## config.mk

```make
export PLATFORM = sky130hd
export DESIGN_NAME = bank_swapper
export DESIGN_NICKNAME = d
export VERILOG_FILES = /design/src/rtl/bswap_pkg.sv /design/src/rtl/bswap_trigger.sv /design/src/rtl/bswap_stages.sv /design/src/rtl/bswap_route.sv /design/src/rtl/bank_swapper.sv
export SDC_FILE = /design/constraint.sdc
export NUM_CORES = 1
export LEC_CHECK = 0
export CAP_MARGIN = 20
export CELL_PAD_IN_SITES_DETAIL_PLACEMENT = 0
export CELL_PAD_IN_SITES_GLOBAL_PLACEMENT = 1
export CORE_AREA = 2 2 39 41
export CTS_BUF_LIST = sky130_fd_sc_hd__clkbuf_4
export DETAILED_ROUTE_END_ITERATION = 8
export DIE_AREA = 0 0 41 43
export GPL_TIMING_DRIVEN = 0
export PLACE_DENSITY = 0.53
export REMOVE_ABC_BUFFERS = 1
export SLEW_MARGIN = 20
export SYNTH_ARGS = -nofsm -noshare
export SYNTH_HDL_FRONTEND = slang
export SYNTH_SLANG_ARGS = --single-unit
```

## constraint.sdc

```tcl
create_clock -name clk -period 1.35 [get_ports clk]
set_input_delay 0.405 -clock clk [delete_from_list [all_inputs] [get_ports clk]]
set_output_delay 0.405 -clock clk [all_outputs]
set_load 0.005 [all_outputs]
```

## src/rtl/bswap_pkg.sv

```systemverilog
package bswap_pkg;

    localparam int NBANK = 2;

    typedef enum logic {
        MODE_NOW  = 1'b0,
        MODE_SYNC = 1'b1
    } swap_mode_e;

    typedef struct packed {
        logic stage;
        logic commit;
    } swap_st_t;

    typedef struct packed {
        logic probe;
        logic tgt;
    } bank_own_t;

    // Ownership of one bank given its own force, the other bank's force,
    // whether a swap is mid-way and whether the commit bit names this bank.
    function automatic bank_own_t route_bank(
        input logic forced_self,
        input logic forced_other,
        input logic mid_swap,
        input logic commit_here
    );
        bank_own_t r;
        r.probe = forced_self | (~forced_other & ~mid_swap & ~commit_here);
        r.tgt   = ~forced_self & (forced_other | commit_here);
        return r;
    endfunction

endpackage

```

## src/rtl/bswap_trigger.sv

```systemverilog
module bswap_trigger
    import bswap_pkg::*;
(
    input  logic       cyc_en,
    input  logic       req,
    input  swap_mode_e mode,
    input  logic       sync_pulse,
    input  logic       run_mode,
    input  logic       mid_swap,
    output logic       start
);
    logic qualified;

    always_comb begin
        unique case (mode)
            MODE_NOW:  qualified = 1'b1;
            MODE_SYNC: qualified = sync_pulse & run_mode;
            default:   qualified = 1'b0;
        endcase
        start = cyc_en & req & ~mid_swap & qualified;
    end
endmodule

```

## src/rtl/bswap_stages.sv

```systemverilog
module bswap_stages
    import bswap_pkg::*;
(
    input  logic     clk,
    input  logic     rst,
    input  logic     cyc_en,
    input  logic     start,
    output swap_st_t st,
    output logic     mid_swap
);
    always_ff @(posedge clk) begin
        if (rst) begin
            st <= '0;
        end else if (cyc_en) begin
            if (st.stage != st.commit) begin
                st.commit <= st.stage;
            end else if (start) begin
                st.stage <= ~st.stage;
            end
        end
    end

    assign mid_swap = st.stage ^ st.commit;
endmodule

```

## src/rtl/bswap_route.sv

```systemverilog
module bswap_route
    import bswap_pkg::*;
(
    input  logic [NBANK-1:0] forced,
    input  swap_st_t         st,
    input  logic             mid_swap,
    output logic [NBANK-1:0] probe_own,
    output logic [NBANK-1:0] tgt_own
);
    for (genvar i = 0; i < NBANK; i++) begin : g_bank
        bank_own_t own;
        logic      here;
        assign here = (i == 0) ? ~st.commit : st.commit;
        assign own  = route_bank(forced[i], forced[NBANK-1-i], mid_swap, here);
        assign probe_own[i] = own.probe;
        assign tgt_own[i]   = own.tgt;
    end
endmodule

```

## src/rtl/bank_swapper.sv

```systemverilog
module bank_swapper
    import bswap_pkg::*;
(
    input  logic       clk,
    input  logic       rst,
    input  logic       cyc_en,
    input  logic       swap_req,
    input  logic       swap_mode,
    input  logic       sync_pulse,
    input  logic       run_mode,
    input  logic       force_a,
    input  logic       force_b,
    output logic [1:0] probe_own,
    output logic [1:0] tgt_own,
    output logic       busy
);
    swap_st_t   st;
    logic       mid_swap;
    logic       start;
    swap_mode_e mode;

    assign mode = swap_mode_e'(swap_mode);

    bswap_trigger u_trig (
        .cyc_en     (cyc_en),
        .req        (swap_req),
        .mode       (mode),
        .sync_pulse (sync_pulse),
        .run_mode   (run_mode),
        .mid_swap   (mid_swap),
        .start      (start)
    );

    bswap_stages u_stages (
        .clk      (clk),
        .rst      (rst),
        .cyc_en   (cyc_en),
        .start    (start),
        .st       (st),
        .mid_swap (mid_swap)
    );

    bswap_route u_route (
        .forced    ({force_b, force_a}),
        .st        (st),
        .mid_swap  (mid_swap),
        .probe_own (probe_own),
        .tgt_own   (tgt_own)
    );

    assign busy = mid_swap;
endmodule

```

Yosys cells after proc, flatten, opt, wreduce, memory -nomap -nowiden. Index checks and enable logic that the tools add are counted.

Equality and inequality tests: 1. Multiplexer cells: 1. Bitwise gates (word level): 22. Reductions and logical operators: 2.

Operator list (number): $and A1 B1 Y1 (10); $not A1 Y1 (7); $or A1 B1 Y1 (4); $reduce_and A3 Y1 (1); $pmux W1 S2 (1); $reduce_and A2 Y1 (1); $ne A1 B1 Y1 (1); $xor A1 B1 Y1 (1).

Bits in registers: 2. Input bits: 9. Output and inout port bits: 5. Word-level logic and storage cells: 28.

Logic depth before layout (Yosys ltp). Gate-level depths: netlist of run 1.

Word-level depth: 5. Gate-level depth with buffers: 3. Depth with buffers taken out: 3.

Cells and area by module. From an unflattened synthesis of run 1, not the netlist that was laid out.

Cells, all modules: 17. Area total of the unflattened synthesis: 135.1 sq um.

By module, submodules not included: bswap_stages (times used 1, cells each 7, area an instance 76.3 sq um, sequential area each 40.0 sq um); bswap_route (times used 1, cells each 7, area an instance 38.8 sq um, sequential area each 0.0 sq um); bswap_trigger (times used 1, cells each 3, area an instance 20.0 sq um, sequential area each 0.0 sq um).

Worst setup path after synthesis of run 1. OpenSTA, ideal clock, no wires.

Path type: input -> output. Start point: input port force_b. End point: output port probe_own[0]. Arrival time: 710 ps. Required time: 945 ps. Path slack: 235 ps. Stages on the path: 3. Path buffers: 0. Cells stage by stage: inv_1 > a21oi_1 > nor2_1.

Word-level cells in the longest chain between the ends: 4.

Ends and longest elaborated chain: start: declaration (line bank_swapper.sv:12) `input logic force_b,`; $not A1 Y1 (line bswap_pkg.sv:29) `r.probe = forced_self | (~forced_other & ~mid_swap & ~commit_here);`; $and A1 B1 Y1 (2 in a row) (line bswap_pkg.sv:29); $or A1 B1 Y1 (line bswap_pkg.sv:29); end: declaration (line bank_swapper.sv:13) `output logic [1:0] probe_own,`.

No other way between the ends.

Worst setup path after layout of run 1.
Start point: register u_stages.st[1] (netlist name). End point: output port probe_own[1].

Word-level cells in the longest chain between the ends: 5.

Ends and longest elaborated chain: $xor A1 B1 Y1 (line bswap_stages.sv:23) `assign mid_swap = st.stage ^ st.commit;`; $not A1 Y1 (line bswap_pkg.sv:29); $and A1 B1 Y1 (2 in a row) (line bswap_pkg.sv:29); $or A1 B1 Y1 (line bswap_pkg.sv:29).

No other way between the ends.

==> results of run 1 <==
area by class of cell:
type / instances / area share (%)
Timing Repair Buffer: 13 / 35.0
Tap cell: 16 / 7.17
Clock buffer: 3 / 8.07
Sequential cell: 2 / 16.1
Multi-Input combinational cell: 14 / 32.3
Inverter: 1 / 1.35
cell families (layout without fill, tap and decap cells):
kind of cell	Yosys count	in the layout	share of synthesized area, %
xor gates and xnor gates	1	1	7.22
DFF	2	2	33.0
AOI/OAI and AO/OA	5	5	24.7
muxes	1	1	8.25
buffers and inverters	1	17	3.09
and+or+nand+nor	7	7	23.7
per-layer routing:
layer,vias up,track usage (%),part of all wire (%)
li1,91,-,-
met1,82,6.05,34
met2,7,10.0,56
met3,0,4.71,10
met4,0,6.00,0
met5,-,0,0
cell usage after synthesis:
cell | n | area share [%]
or3_1 | 1 | 5.2
dfxtp_1 | 2 | 33
o21ai_0 | 1 | 4.1
o31ai_1 | 1 | 6.2
inv_1 | 1 | 3.1
nor2_1 | 5 | 15
xor2_1 | 1 | 7.2
nand2_1 | 1 | 3.1
mux2i_1 | 1 | 8.2
a21boi_0 | 1 | 6.2
a21oi_1 | 2 | 8.2
report_power, final:
group | internal [W] | switching, W | leakage, nW
Clock | 0.0000983 | 0.0000355 | 0.0138
Sequential | 0.0000614 | 0.00000441 | 0.0175
Combinational | 0.0000330 | 0.0000203 | 0.102
Total | 0.000193 | 0.0000602 | 0.133
worst register-to-register path, delay by kind of cell, from the launching register on:
family           cells  cell delay (ns)
AND/OR/NAND/NOR      1             0.39
flip-flops           1             0.35
AO/OA/AOI/OAI        1             0.13
timing repair:
item                                    in CTS  in global routing
endpoints found under the setup margin       5                  4
resized for setup                           31                  4
pin swaps                                    4                  3
worst paths after layout:
check | end | depth (start not counted)
worst max register to register | u_stages.st[1] | 2
worst max-delay path | probe_own[1] | 2
worst min register to register | u_stages.st[0] | 2
worst min-delay path | u_stages.st[0] | 3
through the flow:
step           setup TNS [ns]  instances  util [%]  hold slack [ns]  instance area, µm²
2_1_floorplan               0         17         -            0.474                 121
3_3_place_gp            -2.94         46      19.6            0.531                 272
3_5_place_dp            -3.01         46      19.6            0.549                 272
4_1_cts               -0.0243         49      20.5            0.551                 284
5_1_grt               -0.0196         49      20.2            0.530                 279
6_report                    0         49      20.2            0.506                 279
==> summary.txt, run 1 <==
Run status
  – Outcome: complete, no violations

Drt
  – DR vias: 180
  – TritonRoute pass-1 iters: 2
  – DRC viols: 0
  – WL/cell: between 9 and 10 µm
  – Initial detailed-routing violation count: 2
  – Detail Route Antenna Nets: 0
  – WL final: 444 µm
  – Vias per cell: between 3 and 4

Power and ir drop
  – Peak VDD IR: 0.313 mV
  – PwrDens: between 900 and 1000 nW/µm²
  – Lkg Pwr: about 0.13 nW
  – Post-layout power: roughly 0.00025 W

Critical path
  – FF-to-FF Start: u_stages.st[0]
  – Kind of critical path: reg2out
  – Buf/Inv on CP: 1
  – Worst reg2reg setup slack: between 0.4 and 0.5 ns
  – Slowest CP cell: dfxtp_2
  – Critical Path Start: u_stages.st[1]
  – WP data arrival: roughly 0.93 ns
  – Crit-path cells: o31ai_2 -> buf_2
  – WP data required: approximately 0.95 ns
  – Critical path startpoint category: flip-flop
  – Worst-path maximum fanout: 5
  – Largest stage delay on the critical path: 0.34 ns
  – Top Family by Delay on Critical Path: flip-flops
  – Worst setup EP type: output pin

Global route
  – Congestion Overflow GR: 0
  – Initial antenna violation count: 0
  – GR Util All Layers: just under 7%
  – Number of global-route vias before repair: 190
  – Pin count of the biggest net entering global routing: 7
  – First-pass GRT wire length: approximately 750 µm

Placement
  – GP Congestion: approximately 0.72
  – IO Port Bufs: 13
  – Dpl ws: -0.695 ns

Clock network
  – Root buffer cell: clkbuf_4
  – Clock transition at path regs: ~0.030 ns
  – H-tree levels: 1
  – Worst skew pair latency: 0.23 ns
  – CTS tree: yes
  – Longest Clk Path Bufs: 2
  – CTS sink count: 2
  – Post-CTS Setup Inserts: 0
  – Post-CTS Hold Buffers: 0
  – CTS Buf Count: 3

Cells and area
  – Fillers: 160
  – Area grow syn2layout: 130%
  – Area of the multi-input gates: around 90 µm²
  – Max FFs per register: 2
  – Register area: roughly 45 µm²
  – Biggest register: u_stages.st
  – Nets: 44
  – Most common cell after layout, fill and taps aside: buf_2
  – Biggest regs: u_stages.st x2
  – Layout cells sized above 1: a little under 50%
  – Commonest cells after routing, fill and taps aside: buf_2, nor2_1, clkdlybuf4s50_1
  – ANT cells: 0

Timing
  – Post-Route Skew: between 0.006 and 0.007 ns
  – Setup violators final: 0
  – Crit path time final: roughly 1.3 ns
  – Final period util: 98.6%
  – RSZ-0062 raised after global routing: yes
  – Final hold violations: 0
  – FMAX: around 750 MHz
  – Slew Limit Headroom: 82.4%
  – Final worst slack: 0.0184 ns
  – Slew at the pin closest to its max-slew limit: between 0.2 and 0.3 ns
  – Final Max Slew Viols: 0

Yosys
  – Post-synthesis sequential area ratio: between 30 and 40%
  – Post-synthesis cell count: 17
  – Avg Cell Area, Syn: roughly 7 µm²
  – Synth warn: 0
  – Cell variety after synth: 11
  – Synth Cell Area: 121 µm²
  – Synth Register Bits: 2

Worst hold path
  – HP Start: cyc_en
  – Worst min path class: in2reg

Floorplan
  – Initial core utilization: under 10%
  – Placement row count: 14
  – Die area: approximately 1800 µm²
  – Die width: 41 µm
  – Chip height: ~43 µm
  – CORE AREA: around 1400 µm²
  – Io pins: 14

Flow run
  – Max cap viols: 0
Note: power is estimated with default switching activity, not from simulation.
==> run 2, diff against run 1 <==
--- a/config.mk
+++ b/config.mk
@@ -5,15 +5,17 @@
 export SDC_FILE = /design/constraint.sdc
 export NUM_CORES = 1
 export LEC_CHECK = 0
-export CAP_MARGIN = 20
+export CAP_MARGIN = 30
 export CELL_PAD_IN_SITES_DETAIL_PLACEMENT = 0
 export CELL_PAD_IN_SITES_GLOBAL_PLACEMENT = 1
 export CORE_AREA = 2 2 39 41
 export CTS_BUF_LIST = sky130_fd_sc_hd__clkbuf_4
 export DETAILED_ROUTE_END_ITERATION = 8
 export DIE_AREA = 0 0 41 43
+export DONT_BUFFER_PORTS = 1
 export GPL_TIMING_DRIVEN = 0
-export PLACE_DENSITY = 0.53
+export HOLD_SLACK_MARGIN = 0.05
+export PLACE_DENSITY = 0.3
 export REMOVE_ABC_BUFFERS = 1
 export SLEW_MARGIN = 20
 export SYNTH_ARGS = -nofsm -noshare
==> run 2 against run 1 <==
Compared with the run above: total power decreased by 15%; critical endpoint unchanged; non-clock buffer count decreased by 13; clock skew decreased by 0.0060 ns; critical path type unchanged; largest cell class is now multi-input gates.
==> summary.txt, run 2 (same netlist as run 1, synthesis figures left out) <==
Critical path
  – WP data arrival: 0.86 ns (was 0.93 ns)
  – Kind of critical path: reg2out (unchanged)
  – WP data required: 0.95 ns (about the same)
  – FF-to-FF Start: u_stages.st[0] (unchanged)
  – Top Family by Delay on Critical Path: flip-flops (unchanged)
  – Worst reg2reg setup slack: 0.45 ns (was 0.41 ns)
  – Worst setup EP type: output pin (unchanged)
  – Crit-path cells: o31ai_1 (was o31ai_2 -> buf_2)
  – Buf/Inv on CP: 0 (was 1)
  – Worst-path maximum fanout: 6 (was 5)
  – WP depth: 1 (was 2)
  – Slowest CP cell: dfxtp_2 (unchanged)
  – Critical Path Sink: probe_own[1] (unchanged)
  – Largest stage delay on the critical path: 0.34 ns (about the same)
  – R2r endpoint: u_stages.st[1] (unchanged)
  – Worst r2r path cells: 2 (unchanged)
  – Critical path startpoint category: flip-flop (unchanged)
  – Critical Path Start: u_stages.st[0] (was u_stages.st[1])

Floorplan
  – Placement row count: 14 (unchanged)
  – Die area: 1760 µm² (unchanged)
  – Initial core utilization: 8.77% (unchanged)
  – Chip height: 43 µm (unchanged)
  – Die width: 41 µm (unchanged)
  – CORE AREA: 1380 µm² (unchanged)
  – Io pins: 14 (unchanged)

Timing
  – Slew Limit Headroom: 82.5% (was 82.4%)
  – Slew at the pin closest to its max-slew limit: 0.260 ns (was 0.261 ns)
  – Final hold violations: 0 (unchanged)
  – Final Max Slew Viols: 0 (unchanged)
  – FMAX: 789 MHz (was 751 MHz)
  – Final worst slack: 0.0831 ns (was 0.0184 ns)
  – Final period util: 93.8% (was 98.6%)
  – Setup TNS: 0 ns (unchanged)
  – Post-Route Skew: 0.000672 ns (was 0.00668 ns)
  – Crit path time final: 1.27 ns (was 1.33 ns)
  – Setup violators final: 0 (unchanged)
  – RSZ-0062 raised after global routing: no (was yes)

Clock network
  – Root buffer cell: clkbuf_4 (unchanged)
  – Clock transition at path regs: 0.03 ns (about the same)
  – CTS sink count: 2 (unchanged)
  – Post-CTS Hold Buffers: 0 (unchanged)
  – CTS tree: yes (unchanged)
  – Worst skew pair latency: 0.22 ns (was 0.23 ns)
  – H-tree levels: 1 (unchanged)
  – Post-CTS Setup Inserts: 0 (unchanged)
  – CTS Buf Count: 3 (unchanged)
  – Longest Clk Path Bufs: 2 (unchanged)

Run status
  – Outcome: complete, no violations (unchanged)

Cells and area
  – ANT cells: 0 (unchanged)
  – Biggest regs: u_stages.st x2 (unchanged)
  – Most common cell after layout, fill and taps aside: nor2_1 (was buf_2)
  – Max FFs per register: 2 (unchanged)
  – Biggest register: u_stages.st (unchanged)
  – Nets: 31 (was 44)
  – Layout cells sized above 1: 25.0% (was 48.5%)
  – Area grow syn2layout: 39.2% (was 130%)
  – Fillers: 168 (was 160)
  – Commonest cells after routing, fill and taps aside: nor2_1, clkbuf_4 (was buf_2, nor2_1, clkdlybuf4s50_1)

Global route
  – Congestion Overflow GR: 0 (unchanged)
  – GR Util All Layers: 4.50% (was 6.91%)
  – First-pass GRT wire length: 448 µm (was 752 µm)
  – Number of global-route vias before repair: 132 (was 190)
  – Initial antenna violation count: 0 (unchanged)
  – Pin count of the biggest net entering global routing: 7 (unchanged)

Drt
  – TritonRoute pass-1 iters: 2 (unchanged)
  – Detail Route Antenna Nets: 0 (unchanged)
  – DR vias: 139 (was 180)
  – Initial detailed-routing violation count: 1 (was 2)
  – Vias per cell: 3.86 (was 3.67)
  – WL final: 342 µm (was 444 µm)
  – WL/cell: 9.50 µm (was 9.06 µm)
  – DRC viols: 0 (unchanged)

Power and ir drop
  – Lkg Pwr: 0.0729 nW (was 0.133 nW)
  – Peak VDD IR: 0.204 mV (was 0.313 mV)
  – PwrDens: 1270 nW/µm² (was 906 nW/µm²)

Worst hold path
  – Worst min path class: in2reg (unchanged)
  – Hold path cells: 1 (was 3)
  – HP Start: rst (was cyc_en)

Placement
  – GP Congestion: 0.620 (was 0.719)
  – Dpl ws: 0.184 ns (was -0.695 ns)
  – IO Port Bufs: 0 (was 13)

Flow run
  – Max cap viols: 0 (unchanged)
run 2: what timing repair did:
| item | 4_1_cts | 5_1_grt |
|---|---|---|
| setup endpoints to repair | 1 | 1 |
| gates resized for setup | 1 | 1 |
| gates cloned | 0 | 0 |
run 2: layout make-up:
| class | count | area, µm² | share of cell area, % |
|---|---|---|---|
| sequential | 2 | 41.3 | 24.4 |
| clock buffer | 3 | 22.5 | 13.3 |
| inverter | 1 | 3.75 | 2.22 |
| tap | 16 | 20.0 | 11.9 |
| multi-input combinational | 14 | 81.3 | 48.1 |
run 2: layer usage:
metal	GRT usage (%)	share of wire [%]	vias to the layer above
li1	-	-	66
met1	3.50	37	64
met2	5.94	51	9
met3	3.14	12	0
met4	6.00	0	0
met5	0	0	-
run 2: power by group:
part / internal [W] / switching, W
logic: 0.00000865 / 0.0000102
clock network: 0.0000979 / 0.0000315
registers: 0.0000625 / 0.00000437
total: 0.000169 / 0.0000461
run 2: worst min-delay path by stage:
stage	slack (ns)	end
6_report	0.25	u_stages.st[0]
5_1_grt	0.24	u_stages.st[1]
3_5_place_dp	0.48	u_stages.st[1]
4_1_cts	0.24	u_stages.st[0]
2_1_floorplan	0.47	u_stages.st[1]
3_3_place_gp	0.48	u_stages.st[1]
run 2: through the flow:
stage	total power, W	utilization (%)	area [µm²]	cells	hold slack [ns]
after floorplan	0.0000821	-	121	17	0.474
final	0.000215	12.2	169	36	0.246
after CTS	0.000224	11.9	165	36	0.236
after global routing	0.000233	12.2	169	36	0.238
after global placement	0.0000858	10.2	141	33	0.480
after detailed placement	0.0000858	10.2	141	33	0.477
